==> src/rtl/fe_pkg.sv <==
package fe_pkg;
  localparam logic [7:0] OP_WREN    = 8'h06;
  localparam logic [7:0] OP_RDSR    = 8'h05;
  localparam logic [7:0] OP_ERASE_A = 8'h60;
  localparam logic [7:0] OP_ERASE_B = 8'hC7;

  localparam int ST_BUSY = 0;
  localparam int ST_WEL  = 1;
  localparam int ST_EPE  = 5;

  // Summary of a finished chip-select frame
  typedef struct packed {
    logic       valid;    // one-cycle pulse when chip select rises
    logic       aligned;  // bit count is a multiple of eight
    logic       has_op;   // at least one full byte arrived
    logic [7:0] op;       // first byte of the frame
  } frame_end_t;
endpackage

==> src/rtl/fe_spi_port.sv <==
module fe_spi_port
  import fe_pkg::*;
#(
  parameter int SYNC_STAGES = 2
) (
  input  logic       clk,
  input  logic       rst,
  input  logic       csn,
  input  logic       sck,
  input  logic       mosi,
  input  logic [7:0] status,
  output frame_end_t frame,
  output logic       miso
);
  logic [SYNC_STAGES-1:0] csn_sr, sck_sr, mosi_sr;
  logic csn_s, sck_s, mosi_s, csn_d, sck_d;

  always_ff @(posedge clk) begin
    if (rst) begin
      csn_sr  <= '1;
      sck_sr  <= '0;
      mosi_sr <= '0;
      csn_d   <= 1'b1;
      sck_d   <= 1'b0;
    end else begin
      csn_sr  <= {csn_sr[SYNC_STAGES-2:0], csn};
      sck_sr  <= {sck_sr[SYNC_STAGES-2:0], sck};
      mosi_sr <= {mosi_sr[SYNC_STAGES-2:0], mosi};
      csn_d   <= csn_s;
      sck_d   <= sck_s;
    end
  end

  assign csn_s  = csn_sr[SYNC_STAGES-1];
  assign sck_s  = sck_sr[SYNC_STAGES-1];
  assign mosi_s = mosi_sr[SYNC_STAGES-1];

  logic sck_rise, sck_fall, cs_fall, cs_rise;
  assign sck_rise = !csn_s && sck_s && !sck_d;
  assign sck_fall = !csn_s && !sck_s && sck_d;
  assign cs_fall  = !csn_s && csn_d;
  assign cs_rise  = csn_s && !csn_d;

  logic [2:0] bit_cnt;
  logic       has_op;
  logic [7:0] op;
  logic [6:0] rx_sh;
  logic [6:0] tx_sh;
  logic       rd_mode;

  assign rd_mode = has_op && (op == OP_RDSR);

  always_ff @(posedge clk) begin
    if (rst) begin
      bit_cnt <= '0;
      has_op  <= 1'b0;
      op      <= '0;
      rx_sh   <= '0;
      tx_sh   <= '0;
      miso    <= 1'b0;
      frame   <= '0;
    end else begin
      frame.valid   <= cs_rise;
      frame.aligned <= (bit_cnt == 3'd0);
      frame.has_op  <= has_op;
      frame.op      <= op;
      if (cs_fall) begin
        bit_cnt <= '0;
        has_op  <= 1'b0;
      end else if (sck_rise) begin
        bit_cnt <= bit_cnt + 3'd1;
        if (!has_op) begin
          rx_sh <= {rx_sh[5:0], mosi_s};
          if (bit_cnt == 3'd7) begin
            op     <= {rx_sh, mosi_s};
            has_op <= 1'b1;
          end
        end
      end
      if (csn_s) begin
        miso <= 1'b0;
      end else if (sck_fall && rd_mode) begin
        if (bit_cnt == 3'd0) begin
          miso  <= status[7];
          tx_sh <= status[6:0];
        end else begin
          miso  <= tx_sh[6];
          tx_sh <= {tx_sh[5:0], 1'b0};
        end
      end
    end
  end


  miso_idle_chk: assert property (@(posedge clk) disable iff (rst)
    csn_s |=> !miso);
endmodule

==> src/rtl/fe_ctrl.sv <==
module fe_ctrl
  import fe_pkg::*;
#(
  parameter int NSEC = 8
) (
  input  logic            clk,
  input  logic            rst,
  input  frame_end_t      frame,
  input  logic [NSEC-1:0] prot,
  input  logic            done,
  input  logic            fail_inj,
  output logic            start,
  output logic [7:0]      status
);
  logic busy_q, wel_q, epe_q;
  logic accept;

  assign accept = frame.valid && frame.aligned && frame.has_op && !busy_q;

  always_ff @(posedge clk) begin
    if (rst) begin
      busy_q <= 1'b0;
      wel_q  <= 1'b0;
      epe_q  <= 1'b0;
      start  <= 1'b0;
    end else begin
      start <= 1'b0;
      if (accept) begin
        case (frame.op)
          OP_WREN: wel_q <= 1'b1;
          OP_ERASE_A, OP_ERASE_B: begin
            if (wel_q) begin
              if (prot == '0) begin
                start  <= 1'b1;
                busy_q <= 1'b1;
                epe_q  <= 1'b0;
              end else begin
                wel_q <= 1'b0;
              end
            end
          end
          default: ;
        endcase
      end
      if (done) begin
        busy_q <= 1'b0;
        wel_q  <= 1'b0;
        epe_q  <= fail_inj;
      end
    end
  end

  always_comb begin
    status          = '0;
    status[ST_BUSY] = busy_q;
    status[ST_WEL]  = wel_q;
    status[ST_EPE]  = epe_q;
  end


  launch_needs_wel_chk: assert property (@(posedge clk) disable iff (rst)
    $rose(busy_q) |-> $past(wel_q));

  launch_needs_unprot_chk: assert property (@(posedge clk) disable iff (rst)
    $rose(busy_q) |-> $past(prot == '0));

  wel_clear_on_finish_chk: assert property (@(posedge clk) disable iff (rst)
    $fell(busy_q) |-> !wel_q);
endmodule

==> src/rtl/fe_erase_array.sv <==
module fe_erase_array #(
  parameter int WORDS        = 16,
  parameter int DATA_W       = 8,
  parameter int ERASE_CYCLES = 4000
) (
  input  logic                     clk,
  input  logic                     rst,
  input  logic                     start,
  input  logic [$clog2(WORDS)-1:0] peek_addr,
  output logic                     done,
  output logic [DATA_W-1:0]        peek_data
);
  localparam int CW = $clog2(ERASE_CYCLES);
  localparam logic [CW-1:0] LAST = CW'(ERASE_CYCLES - 1);

  logic [CW-1:0]     cnt;
  logic              run;
  logic              wipe;
  logic [DATA_W-1:0] mem [WORDS];

  assign wipe = run && (cnt == LAST);

  always_ff @(posedge clk) begin
    if (rst) begin
      run  <= 1'b0;
      cnt  <= '0;
      done <= 1'b0;
    end else begin
      done <= wipe;
      if (start) begin
        run <= 1'b1;
        cnt <= '0;
      end else if (wipe) begin
        run <= 1'b0;
      end else if (run) begin
        cnt <= cnt + 1'b1;
      end
    end
  end

  always_ff @(posedge clk) begin
    for (int i = 0; i < WORDS; i++) begin
      if (rst)       mem[i] <= '0;
      else if (wipe) mem[i] <= '1;
    end
  end

  always_ff @(posedge clk) begin
    if (rst) peek_data <= '0;
    else     peek_data <= mem[peek_addr];
  end


  no_relaunch_chk: assert property (@(posedge clk) disable iff (rst)
    start |-> !run);

  run_holds_chk: assert property (@(posedge clk) disable iff (rst)
    (run && !wipe) |=> run);
endmodule

==> src/rtl/flash_erase_engine.sv <==
module flash_erase_engine
  import fe_pkg::*;
#(
  parameter int NSEC         = 8,
  parameter int WORDS        = 16,
  parameter int DATA_W       = 8,
  parameter int ERASE_CYCLES = 4000,
  parameter int SYNC_STAGES  = 2
) (
  input  logic                     clk,
  input  logic                     rst,
  input  logic                     spi_csn,
  input  logic                     spi_sck,
  input  logic                     spi_mosi,
  output logic                     spi_miso,
  input  logic [NSEC-1:0]          sector_prot,
  input  logic                     erase_fail_inj,
  input  logic [$clog2(WORDS)-1:0] peek_addr,
  output logic [DATA_W-1:0]        peek_data
);
  frame_end_t frame;
  logic [7:0] status;
  logic       start, done;

  fe_spi_port #(.SYNC_STAGES(SYNC_STAGES)) u_port (
    .clk(clk), .rst(rst), .csn(spi_csn), .sck(spi_sck), .mosi(spi_mosi),
    .status(status), .frame(frame), .miso(spi_miso)
  );

  fe_ctrl #(.NSEC(NSEC)) u_ctrl (
    .clk(clk), .rst(rst), .frame(frame), .prot(sector_prot), .done(done),
    .fail_inj(erase_fail_inj), .start(start), .status(status)
  );

  fe_erase_array #(.WORDS(WORDS), .DATA_W(DATA_W), .ERASE_CYCLES(ERASE_CYCLES)) u_array (
    .clk(clk), .rst(rst), .start(start), .peek_addr(peek_addr),
    .done(done), .peek_data(peek_data)
  );
endmodule

==> config.mk <==
export PLATFORM = sky130hd
export DESIGN_NAME = flash_erase_engine
export DESIGN_NICKNAME = d
export VERILOG_FILES = /design/src/rtl/fe_pkg.sv /design/src/rtl/fe_spi_port.sv /design/src/rtl/fe_ctrl.sv /design/src/rtl/fe_erase_array.sv /design/src/rtl/flash_erase_engine.sv
export SDC_FILE = /design/constraint.sdc
export NUM_CORES = 1
export LEC_CHECK = 0
export BUFFER_PORTS_ARGS = -buffer_cell sky130_fd_sc_hd__buf_2
export CORE_MARGIN = 2
export CORE_UTILIZATION = 51
export CTS_CLUSTER_DIAMETER = 100
export CTS_CLUSTER_SIZE = 40
export DETAILED_ROUTE_END_ITERATION = 8
export GPL_TIMING_DRIVEN = 1
export PLACE_DENSITY = 0.78
export SYNTH_ARGS = -nofsm -noshare
export SYNTH_HDL_FRONTEND = slang
export SYNTH_SLANG_ARGS = --single-unit
export TNS_END_PERCENT = 5
==> constraint.sdc <==
create_clock -name clk -period 1.65 [get_ports clk]
set_input_delay 0.0825 -clock clk [delete_from_list [all_inputs] [get_ports clk]]
set_output_delay 0.0825 -clock clk [all_outputs]
set_load 0.05 [all_outputs]
=== Yosys cells after proc, flatten, opt, wreduce, memory -nomap -nowiden ===
Memories as Yosys holds them, arrays and structs flattened. A register that Yosys moved wholly into a read port is not among the register bits.
Index checks and enable logic that the tools add are counted.

* Memories kept: 1
* Logic and storage cells: 126
* Flip-flop bits (word level): 64
* Bits in writable memories: 128

* Muxes and demuxes: 35
* Equality and inequality tests: 6
* Bitwise logic cells: 22
* Reduce and logical (&&, ||, !) cells: 38
* Add/sub/neg operators: 2

{| class="wikitable"
|+ Memories
! name !! words !! width !! rd ports !! clocked after memory_dff !! write ports !! line !! RTL
|-
| u_array.mem || 16 || 8 || 1 || 1 || 16 || fe_erase_array.sv:19 || <nowiki>logic [DATA_W-1:0] mem [WORDS];</nowiki>
|}

{| class="wikitable"
|+ Operators with widths
! kind !! count
|-
| $mux W8 || 16
|-
| $mux W1 || 17
|-
| $eq A8 B3 Y1 const B || 2
|-
| $or A1 B1 Y1 || 16
|-
| $add A12 B1 Y12 const B || 1
|-
| $eq A12 B12 Y1 const B || 1
|-
| $logic_and A1 B1 Y1 || 12
|-
| $reduce_and A4 Y1 || 3
|-
| $reduce_bool A2 Y1 || 6
|-
| $reduce_or A2 Y1 || 5
|-
| $eq A8 B7 Y1 const B || 1
|-
| $eq A8 B8 Y1 const B || 1
|-
| $logic_not A8 Y1 || 1
|-
| $mux W7 || 1
|-
| $not A1 Y1 || 6
|-
| $reduce_and A2 Y1 || 3
|-
| $logic_not A1 Y1 || 5
|-
| $add A3 B1 Y3 const B || 1
|-
| $eq A3 B3 Y1 const B || 1
|-
| $logic_not A3 Y1 || 1
|-
| $reduce_and A3 Y1 || 1
|-
| $reduce_or A3 Y1 || 1
|-
| $pmux W1 S2 || 1
|}

=== Longest topological paths before layout ===
* Depth after elaboration: 6
* Depth in mapped cells: 6
* Mapped depth without buffers: 6

=== By module ===
Synthesis repeated with hierarchy kept, for this count alone.

* Cells, all modules: 296
* Area, all modules: 2869.0 µm²

{| class="wikitable"
|+ By module, submodules not included
! module !! cells an instance !! area an instance (µm²) !! instances
|-
| fe_spi_port || 164 || 1725.4 || 1
|-
| fe_erase_array || 93 || 832.0 || 1
|-
| fe_ctrl || 39 || 311.5 || 1
|}

=== Worst setup path after synthesis ===
OpenSTA, ideal clock, no wires.

* Path type: flip-flop to flip-flop
* From: register u_array.cnt[0]
* To: register u_array.cnt[4]
* Library setup time: 128 ps
* Required time: 1522 ps
* Path slack: 117 ps
* Data arrival time: 1406 ps
* Cell stages (with the launch flop): 7
* Cells stage by stage: dfxtp_1 ha_1 and4_1 a31oi_2 nand4_1 xor2_1 nor2_1

* Word-level cells in the longest chain between the ends: 4

{| class="wikitable"
|+ RTL lines
! what !! line !! RTL
|-
| start, declared || fe_erase_array.sv:16 || <nowiki>logic [CW-1:0] cnt;</nowiki>
|-
| start signal, assigned || fe_erase_array.sv:36 || <nowiki>cnt <= cnt + 1'b1;</nowiki>
|-
| branches (longest 4 deep; another with $add A12 B1 Y12) || n/a ||
|}

Several ways; the timed one is not identified.
A chain may end at the register's enable or synchronous reset.

=== Worst setup path in the final report ===
* From: register, netlist name u_port.frame[3]
* To: register u_ctrl.epe_q

* Word-level cells in the longest chain between the ends: 4

{| class="wikitable"
|+ RTL lines
! what !! line !! RTL
|-
| $eq A8 B7 Y1 / $eq A8 B8 Y1 (equally long branches) || fe_ctrl.sv:29 || <nowiki>case (frame.op)</nowiki>
|-
| $reduce_or A2 Y1 * || fe_ctrl.sv:29 ||
|-
| $reduce_bool A2 Y1 (no line) * || n/a ||
|-
| $reduce_and A4 Y1 (no line) * || n/a ||
|-
| end signal, assigned || fe_ctrl.sv:48 || <nowiki>epe_q <= fail_inj;</nowiki>
|-
| end, declared || fe_ctrl.sv:15 || <nowiki>logic busy_q, wel_q, epe_q;</nowiki>
|}

Mark *: on every way between the ends. The rest lies on a longest branch, timed or not.

==> impl_metrics.csv <==
group,metric,value,unit
power_and_ir_drop,leakagePower,1.131,nW
setup_path,critPathMaxFanout,3,
power_and_ir_drop,total_power,0.002916,W
setup_path,startpoint_type,"flop",
cells_and_area,fillers,414,
placement,place_ws,0.01958,ns
setup_path,cp_data_arrival_time,1.84,ns
cells_and_area,drive_gt1_frac,0.2092,
placement,place.gp.congestion,0.8165,
min_path,hold_path_class,"in -> reg",
clock_tree,cts_setup_buffers,0,
drt,drcViolationCount,0,
global_routing,first_global_vias,1806,
logic_synthesis,synth_warnings,0,
logic_synthesis,ys_types,41,
cells_and_area,seqCellArea,0.001351,mm2
drt,drtIter0Drc,50,
clock_tree,worst_skew_pair.late_latency,0.34,ns
die,dieWidth,75.02,um
power_and_ir_drop,power_density,976.2,mW/mm2
cells_and_area,post-route-util,0.6241,
cells_and_area,diodes,0,
sta,max_clock_freq,0.6204,GHz
clock_tree,cts_tree,"done",
logic_synthesis,synthTopCellsByArea,"dfxtp_1, nor2_1, nand3_1",
global_routing,track_usage,0.1864,
sta,holdWs,0.07703,ns
logic_synthesis,synth-edff-count,1,
clock_tree,cts_sinks,67,
sta,rsz0062_at_grt,"yes",
die,rows,25,
cells_and_area,multi_input_area,0.001149,mm2
logic_synthesis,synthCells,270,
global_routing,grt_max_degree,37,
placement,dp_hpwl,3.235,mm
die,die_area,0.005628,mm2
drt,drtAntennaViolNets,0,
logic_synthesis,synth_top_area_frac,0.5136,
sta,setup_violations,0,
drt,wl_per_cell,12.96,um
global_routing,antenna_found_initial,0,
global_routing,grt_pass1_wl,7.714,mm
setup_path,crit_type,"reg -> reg",
logic_synthesis,syn_area,0.002572,mm2
logic_synthesis,ys.flop_type,"dfxtp_1",
drt,routed_wl,4.833,mm
setup_path,crit_chain,"nor4b_4 > nand4_1 > a2111oi_4 > or3b_2 > a21oi_1",
clock_tree,cts_buffers,9,
logic_synthesis,syn-num-nets,292,
setup_path,critPathSlowestCell,"a2111oi_4",
clock_tree,htree_levels,3,
logic_synthesis,synth_area_per_cell,9.528,um2
clock_tree,clk_pin_slew,0.07,ns
die,die_h,75.02,um
drt,vias,1946,
die,start_util,0.5375,
placement,port_buffers,26,
logic_synthesis,yosysTopAreaCell,"dfxtp_1",
flow_run,cap_viol_max_count,0,
power_and_ir_drop,ir_drop,0.8869,mV
setup_path,required,1.88,ns
sta,min_period,1.612,ns
logic_synthesis,ys_ff_latch,67,
drt,first_pass_iters,4,
cells_and_area,syn_to_final_growth,16.10,%
sta,finalCritPeriodShare,0.9769,
sta,worstMarginPinSlew,0.6690,ns
sta,skew,0.009720,ns
logic_synthesis,seq_area_frac_synth,0.5253,
setup_path,end_kind,"flop",
global_routing,grt-ovfl-total,0,
cells_and_area,num-nets-final,323,
sta,hold_viol,0,
sta,slew_headroom,0.5540,
die,fp.coreArea,0.004786,mm2
sta,setup_ws,0.03810,ns
sta,final_max_slew_viol_count,0,
clock_tree,clockRootBuffer,"clkbuf_8",
setup_path,max_stage_delay,0.40,ns
die,ios,27,
drt,viasPerCell,5.217,
clock_tree,clock_path_buffers,2,
logic_synthesis,synth_async_sr_flop_share,0,
status,status,"complete, no violations",
-- area by class of cell --
cell class              instances  area share
repair buffers                 36     0.07206
flip-flops and latches         67      0.4525
inverters                       5    0.006284
clock inverters                 6     0.01382
well taps                      67     0.02807
clock buffers                  10     0.04273
multi-input cells             182      0.3846
-- state kept, by name, indices dropped and copies added, names as in the netlist --
register and cells:
u_array.cnt 12, u_port.frame 11, u_port.op 8, u_port.rx_sh 7
u_port.tx_sh 7, u_port.bit_cnt 3, u_array.mem 2, u_port.csn_sr 2
u_port.mosi_sr 2, u_port.sck_sr 2, u_array.done 1, u_array.peek_data 1
u_array.run 1, u_ctrl.busy_q 1, u_ctrl.epe_q 1, u_ctrl.start 1
u_ctrl.wel_q 1, u_port.csn_d 1, u_port.has_op 1, u_port.miso 1
u_port.sck_d 1
-- routing by layer --
layer	global-route usage	share of wire
met5	0	0
met4	0.08730	0.026
met3	0.07898	0.047
met2	0.3090	0.49
met1	0.2073	0.44
-- per-stage QoR --
step	instances	TNS [ns]	cell area, um2
floorplan	270	0	2572
global placement	353	0	2743
detailed placement	353	0	2743
CTS	373	0	2964
global route	373	-0.1315	2987
finish	373	0	2987
-- final timing paths --
check | startpoint | endpoint | slack, ns | cells past startpoint
worst max-delay path | u_port.frame[3]$_SDFF_PP0_ | u_ctrl.epe_q$_SDFFE_PP0P_ | 0.04 | 5
worst min-delay path | sector_prot[1] | u_ctrl.start$_SDFF_PP0_ | 0.08 | 4
worst max register to register | u_port.frame[3]$_SDFF_PP0_ | u_ctrl.epe_q$_SDFFE_PP0P_ | 0.04 | 5
worst min register to register | u_port.csn_sr[0]$_SDFF_PP1_ | u_port.csn_sr[1]$_SDFF_PP1_ | 0.41 | 1
-- logic make-up after synthesis --
family	count (synthesis)	synth area share
muxes	5	0.01946
adders and majority gates	4	0.01946
and+or+nand+nor	126	0.2592
xor gates and xnor gates	12	0.04086
buffers and inverters	21	0.04183
AOI/OAI and AO/OA	35	0.09387
DFF	67	0.5253
-- synthesized netlist by cell type, types with 2 or more instances --
cell / count
dfxtp_1: 66
nor2_1: 34
nand2_1: 24
nand3_1: 20
a21oi_1: 19
nor2b_1: 14
xor2_1: 9
buf_4: 7
clkbuf_1: 7
o22a_1: 7
nor3_1: 6
inv_1: 5
mux2i_1: 5
ha_1: 4
nand2b_1: 4
nand4_1: 4
or2_2: 4
nor4_1: 3
xnor2_1: 3
a211oi_1: 2
and4_1: 2
buf_2: 2
-- where the power goes --
part | switching [W] | internal (W) | total (W)
clock | 0.000622 | 0.000547 | 0.00117
sequential | 0.00000667 | 0.00163 | 0.00164
combinational | 0.0000682 | 0.0000398 | 0.000108
-- worst max-delay path, delay by kind of cell, from the launching register on --
family           cells  cell delay [ns]
AND/OR/NAND/NOR      3             0.73
flip-flops           1             0.33
AO/OA/AOI/OAI        2             0.45
-- timing repair --
item / CTS / global route
endpoints found under the setup margin: 1 / 16
pin swaps: 0 / 1
hold buffers: 4 / 0
gates resized for setup: 1 / 4
hold endpoints to repair: 4 / 0
-- layout by cell type (no fill, tap or decap), types with 4 or more instances in the layout --
cell type | synthesis | final
a21oi_1 | 19 | 19
buf_2 | 2 | 26
buf_4 | 7 | 6
clkbuf_8 | 0 | 9
dfxtp_1 | 66 | 66
dlygate4sd3_1 | 0 | 4
ha_1 | 4 | 4
inv_1 | 5 | 5
mux2i_1 | 5 | 5
nand2_1 | 24 | 24
nand2b_1 | 4 | 4
nand3_1 | 20 | 20
nand4_1 | 4 | 4
nor2_1 | 34 | 33
nor2b_1 | 14 | 14
nor3_1 | 6 | 6
o22a_1 | 7 | 7
or2_2 | 4 | 4
xor2_1 | 9 | 9
No activity file was read; power rests on OpenSTA's default activity.
